## src/rtl/octdac_pkg.sv

```systemverilog
package octdac_pkg;

    localparam int unsigned DEF_NCH    = 8;
    localparam int unsigned DEF_CODE_W = 12;

    typedef enum logic [1:0] {
        RX_IDLE,
        RX_SHIFT,
        RX_FULL
    } rx_state_e;

endpackage

```

## src/rtl/octdac_rx.sv

```systemverilog
module octdac_rx
    import octdac_pkg::*;
#(
    parameter int unsigned WORD_W = 16
) (
    input  logic              clk,
    input  logic              rst_n,
    input  logic              sclk,
    input  logic              fs_n,
    input  logic              sdi,
    input  logic              proc_mode,
    output logic              commit_o,
    output logic [WORD_W-1:0] word_o,
    output logic              sdo
);

    localparam int unsigned CNT_W = $clog2(WORD_W + 1);
    localparam logic [CNT_W-1:0] LAST = CNT_W'(WORD_W - 1);

    typedef struct packed {
        logic              sclk;
        logic              fs_n;
        rx_state_e         st;
        logic [CNT_W-1:0]  cnt;
        logic [WORD_W-1:0] sr;
        logic [WORD_W-1:0] dly;
    } rx_t;

    rx_t r_d, r_q;

    logic              sclk_fall, fs_fall, fs_rise;
    logic [WORD_W-1:0] shifted;

    always_comb begin
        r_d       = r_q;
        r_d.sclk  = sclk;
        r_d.fs_n  = fs_n;
        sclk_fall = r_q.sclk & ~sclk;
        fs_fall   = r_q.fs_n & ~fs_n;
        fs_rise   = ~r_q.fs_n & fs_n;
        shifted   = {r_q.sr[WORD_W-2:0], sdi};
        commit_o  = 1'b0;
        word_o    = r_q.sr;

        // chain delay line runs on every serial falling edge
        if (sclk_fall) begin
            r_d.dly = {r_q.dly[WORD_W-2:0], sdi};
        end

        if (fs_fall) begin
            r_d.st  = RX_SHIFT;
            r_d.cnt = '0;
        end else begin
            unique case (r_q.st)
                RX_SHIFT: begin
                    if (proc_mode && fs_rise) begin
                        r_d.st = RX_IDLE;            // early strobe release: drop word
                    end else if (sclk_fall) begin
                        r_d.sr  = shifted;
                        r_d.cnt = r_q.cnt + 1'b1;
                        if (r_q.cnt == LAST) begin
                            if (proc_mode) begin
                                r_d.st = RX_FULL;    // wait for strobe rise
                            end else begin
                                r_d.st   = RX_IDLE;
                                commit_o = 1'b1;
                                word_o   = shifted;
                            end
                        end
                    end
                end
                RX_FULL: begin
                    if (fs_rise) begin
                        r_d.st   = RX_IDLE;
                        commit_o = 1'b1;
                    end
                end
                default: ;
            endcase
        end
    end

    always_ff @(posedge clk or negedge rst_n) begin
        if (!rst_n) begin
            r_q <= '{sclk: 1'b0, fs_n: 1'b1, st: RX_IDLE,
                     cnt: '0, sr: '0, dly: '0};
        end else begin
            r_q <= r_d;
        end
    end

    assign sdo = r_q.dly[WORD_W-1];

endmodule

```

## src/rtl/octdac_bank.sv

```systemverilog
module octdac_bank #(
    parameter int unsigned NCH    = 8,
    parameter int unsigned CODE_W = 12
) (
    input  logic                    clk,
    input  logic                    rst_n,
    input  logic                    we,
    input  logic [$clog2(NCH)-1:0]  addr,
    input  logic [CODE_W-1:0]       code,
    input  logic                    load_n,
    output logic [NCH*CODE_W-1:0]   codes
);

    typedef struct packed {
        logic [NCH-1:0][CODE_W-1:0] hold;
        logic [NCH-1:0][CODE_W-1:0] lat;
    } bank_t;

    bank_t b_d, b_q;

    always_comb begin
        b_d = b_q;
        if (we) begin
            b_d.hold[addr] = code;
        end
        // transparent load: output stage takes the next holding value
        if (!load_n) begin
            b_d.lat = b_d.hold;
        end
    end

    always_ff @(posedge clk or negedge rst_n) begin
        if (!rst_n) begin
            b_q <= '0;
        end else begin
            b_q <= b_d;
        end
    end

    for (genvar ch = 0; ch < NCH; ch++) begin : g_out
        assign codes[ch*CODE_W +: CODE_W] = load_n ? b_q.lat[ch] : b_q.hold[ch];
    end

endmodule

```

## src/rtl/octdac_loader.sv

```systemverilog
module octdac_loader #(
    parameter int unsigned NCH    = octdac_pkg::DEF_NCH,
    parameter int unsigned CODE_W = octdac_pkg::DEF_CODE_W
) (
    input  logic                  clk,
    input  logic                  rst_n,
    input  logic                  sclk,
    input  logic                  fs_n,
    input  logic                  sdi,
    input  logic                  proc_mode,
    input  logic                  load_n,
    output logic                  sdo,
    output logic [NCH*CODE_W-1:0] codes
);

    localparam int unsigned ADDR_W = $clog2(NCH);
    localparam int unsigned WORD_W = 1 + ADDR_W + CODE_W;

    logic              commit;
    logic [WORD_W-1:0] cmd_word;
    logic              wr_en;
    logic [ADDR_W-1:0] wr_addr;
    logic [CODE_W-1:0] wr_code;

    octdac_rx #(
        .WORD_W (WORD_W)
    ) u_rx (
        .clk       (clk),
        .rst_n     (rst_n),
        .sclk      (sclk),
        .fs_n      (fs_n),
        .sdi       (sdi),
        .proc_mode (proc_mode),
        .commit_o  (commit),
        .word_o    (cmd_word),
        .sdo       (sdo)
    );

    // top bit set marks a control word, which this block drops
    assign wr_en   = commit & ~cmd_word[WORD_W-1];
    assign wr_addr = cmd_word[CODE_W +: ADDR_W];
    assign wr_code = cmd_word[CODE_W-1:0];

    octdac_bank #(
        .NCH    (NCH),
        .CODE_W (CODE_W)
    ) u_bank (
        .clk    (clk),
        .rst_n  (rst_n),
        .we     (wr_en),
        .addr   (wr_addr),
        .code   (wr_code),
        .load_n (load_n),
        .codes  (codes)
    );

endmodule

```

## config.mk

```make
export PLATFORM = sky130hd
export DESIGN_NAME = octdac_loader
export DESIGN_NICKNAME = d
export VERILOG_FILES = /design/src/rtl/octdac_pkg.sv /design/src/rtl/octdac_rx.sv /design/src/rtl/octdac_bank.sv /design/src/rtl/octdac_loader.sv
export SDC_FILE = /design/constraint.sdc
export NUM_CORES = 1
export LEC_CHECK = 0
export BUFFER_PORTS_ARGS = -buffer_cell sky130_fd_sc_hd__buf_2
export CELL_PAD_IN_SITES_DETAIL_PLACEMENT = 0
export CELL_PAD_IN_SITES_GLOBAL_PLACEMENT = 1
export CORE_UTILIZATION = 35
export DETAILED_ROUTE_END_ITERATION = 6
export PLACE_DENSITY = 0.67
export SETUP_SLACK_MARGIN = 0.02
export SYNTH_ARGS = -nofsm -noshare
export SYNTH_HDL_FRONTEND = slang
export SYNTH_SLANG_ARGS = --single-unit
```

## constraint.sdc

```tcl
create_clock -name clk -period 3.47 [get_ports clk]
set_input_delay 0.1735 -clock clk [delete_from_list [all_inputs] [get_ports clk]]
set_output_delay 0.1735 -clock clk [all_outputs]
set_load 0.03 [all_outputs]
```

==> key figures <==
Cells and area
  • Final Non-Filler Cells: 1605
  • Fin nets: 1195
  • Ant diodes: 0
  • Layout cells sized above 1: between 20% and 30%
  • Post-route cell area: between 0.01 and 0.015 mm^2
  • Area delta synth->final: 17.5%

Power and ir drop
  • Static Leak: approximately 0.0064 uW
  • Power density over cell area: 607 mW/mm^2
  • VDD IR max: 372 uV
  • Total power: approximately 8100 uW

Global routing
  • Pin count of the biggest net entering global routing: between 100 and 150
  • GR Util met1: 27.8%
  • GRT met2 Usage: 28.8%
  • Total GRT Usage: 18.7%
  • Busiest layer in global routing: met2
  • First-pass GRT wire length: 48.7 mm
  • Global route overflow: 0
  • Met3 Resource Use GR: around 2.7%
  • Initial antenna violation count: 0
  • Vias in the first global route: approximately 8100

Detailed routing
  • Total routed wirelength: 30.6 mm
  • Vias per std cell: 5.28
  • Routed len/inst: 19.1 um
  • Routed Antenna Nets: 0
  • Post-route DRC: 0
  • TritonRoute pass-1 iters: 5
  • Initial DRC Count: 623
  • DR vias: 8474

Synthesis
  • Syn_nets: 1106
  • Async S/R FF share, synth: 100%
  • Mux cell area share after synthesis: 8.47%
  • EDFF count, synth: 0
  • Adder-cell share of the synthesized area: less than 1%
  • Mean Syn Cell Area: a little over 10 um^2
  • Commonest cells post-synth: dfrtp_1 (232), nand2_1 (141), mux2_2 (65), a21oi_1 (62)
  • Yosys cell types: between 60 and 70
  • Area contributors post-synth: dfrtp_1 (51%), mux2_2 (6.4%), a221o_1 (5.2%), nand2_1 (4.7%), a21oi_1 (2.7%)
  • Largest family of logic cells by synthesized area: compound AO/OA/AOI/OAI gates
  • Compound-gate portion of the synthesized area: 18.7%
  • Synth top area share: 51.1%
  • Cell with the most instances after synthesis: dfrtp_1
  • Register area share after synthesis: 51.3%
  • YS warnings: 0
  • Simple-Gate Fraction of Synth Area: 15.0%
  • Post-Syn Instances: 1095
  • Leading area contributor after synthesis: dfrtp_1
  • Top FF cell, synth: dfrtp_1
  • #FFs+latches synth: 233
  • Xor/xnor cell area share of the yosys netlist: 0%
  • Cell Area, Synth: 0.0114 mm^2

Worst setup path
  • Startpoint Class: flip-flop
  • Reg2Reg Setup Slack: 0.49 ns
  • Critical Path Stages: 8
  • CP endpoint: u_bank.b_q[73]
  • CP Buf/Inv Count: 0
  • Delay-heaviest family, CP: simple AND/OR/NAND/NOR gates
  • Critical path cell sequence: ha_1 > and3_1 > ha_1 > nand3b_4 > o2111a_1 > o22ai_2 > nor2b_1 > a221o_1
  • CP most frequent cell: ha_1
  • CP max stage cell: nor2b_1
  • Critical path's largest stage delay: 0.74 ns
  • R2r startpoint: u_rx.r_q[32]
  • Worst EP required: 3.93 ns
  • Crit Path Category: reg2reg
  • Cells on worst reg2reg path: 8
  • Data arrival time of the worst path: 3.44 ns
  • Max Fanout on Critical Path: 21
  • Worst Setup SP: u_rx.r_q[32]
  • Reg2reg end: u_bank.b_q[73]
  • Crit end category: flip-flop

Worst hold path
  • Hold WC Path Type: in2reg
  • Worst Hold Depth: 4

STA
  • Setup tns final: 0 ns
  • Final slew viol count: 0
  • Final Skew: around 0.0097 ns
  • Period Utilization, post-route: 85.8%
  • Max_slew headroom: 40.7%
  • FMAX: 336 MHz
  • Unrepaired setup endpoints after global routing: no
  • Final hold violation count: 0
  • Final min period: 2.98 ns
  • Final hold slack: ~0.18 ns
  • Worst-margin pin slew: 0.887 ns
  • Final setup vio count: 0

Clock tree
  • CTS max path bufs: 3
  • Worst-Skew Late Latency: 0.52 ns
  • Sink Count: 233
  • Post_cts resized: 0
  • H-tree levels: 1
  • CTS Root Cell: clkbuf_16
  • Clock transition at path regs: 0.06 ns
  • CTS tree: built
  • Cts bufs inserted: 26
  • Post-CTS setup buffers: 0

Floorplanning
  • Chip height: 182 um
  • Chip width: 182 um
  • I/O pins: roughly 100
  • Rows: between 60 and 70
  • Core area: 0.0317 mm^2
  • Die ar.: 0.0332 mm^2
  • Initial Util: 35.8%

Place
  • Placed Area: approximately 0.012 mm^2
  • PortBufs: 103
  • Post-detail-place hpwl: 19.8 mm
  • Cell Count Post-Placement: 1554
  • Routability cong.: 0.800

Outcome
  • Status: finished clean

Run
  • Maximum capacitance violations: 0
final cells by class:
type	count	area (um^2)
flip-flops and latches	233	5830
clock buffers	42	832
inverters	48	180
well taps	402	503
clock inverters	5	100
fillers	3067	18400
multi-input cells	716	4850
repair buffers	159	1050
worst register-to-register path: cells and delay by family (launching register included):
family / cells / cell delay, ns
DFF: 1 / 0.40
and+or+nand+nor: 3 / 1.21
AOI/OAI and AO/OA: 3 / 0.87
adders and majority gates: 2 / 0.44
per-stage QoR:
| step | setup slack [ns] | utilization [%] |
|---|---|---|
| 4_1_cts | 0.419 | 42.1 |
| 2_1_floorplan | 0.928 | - |
| 5_1_grt | 0.180 | 42.1 |
| 3_3_place_gp | 0.514 | 39.0 |
| 3_5_place_dp | 0.433 | 39.0 |
| 6_report | 0.493 | 42.1 |
per-layer routing:
| metal | vias up | share of wire (%) | wire length [um] |
|---|---|---|---|
| li1 | 4117 | - | - |
| met1 | 4117 | 49 | 15100 |
| met4 | 0 | 1.9 | 581 |
| met3 | 41 | 4.3 | 1310 |
| met5 | - | 0 | 0 |
| met2 | 199 | 44 | 13600 |
state kept, by name, indices dropped and copies added (netlist names):
register / count
u_rx.sdo: 1
u_rx.r_q: 40
u_bank.b_q: 192
timing repair:
| item | CTS | global route |
|---|---|---|
| endpoints found under the setup margin | 0 | 0 |
| hold endpoints to repair | 86 | 0 |
| hold buffers | 4 | 0 |
worst min path at each step:
stage / startpoint / end
3_3_place_gp: rst_n / u_bank.b_q[114]
6_report: proc_mode / u_rx.r_q[38]
5_1_grt: proc_mode / u_rx.r_q[38]
4_1_cts: proc_mode / u_rx.r_q[38]
3_5_place_dp: rst_n / u_bank.b_q[114]
2_1_floorplan: rst_n / u_bank.b_q[0]
report_power, final:
part           total (uW)  internal (uW)  switching [uW]
logic                1810            637            1180
clock network        2960           1850            1110
registers            3320           3090             234
kinds of logic (layout without fill, tap and decap cells):
logic type,count (synthesis),count (layout)
compound gates,286,286
fa+ha+maj,4,4
buf+inv,146,254
flops,233,233
mux,87,87
simple gates,339,339
layout by cell type (no fill, tap or decap), types with 3 or more instances in the layout:
cell / n
a21o_1: 12
a21oi_1: 62
a221o_1: 59
a22o_1: 12
a311oi_2: 3
and2_1: 25
buf_12: 7
buf_2: 101
buf_4: 45
bufinv_16: 3
clkbuf_1: 5
clkbuf_16: 27
clkbuf_8: 11
dfrtp_1: 232
dlygate4sd3_1: 4
ha_1: 4
inv_1: 48
mux2_1: 8
mux2_2: 65
mux2i_1: 14
nand2_1: 141
nand3_1: 26
nand4_1: 14
nor2_1: 39
nor2b_1: 3
nor2b_4: 3
nor3_1: 47
nor3b_1: 4
o21ai_0: 59
o21ai_1: 17
o21bai_1: 13
o221ai_4: 3
o311ai_1: 12
o31ai_1: 14
or3_1: 12
No activity file was read; power rests on OpenSTA's default activity.
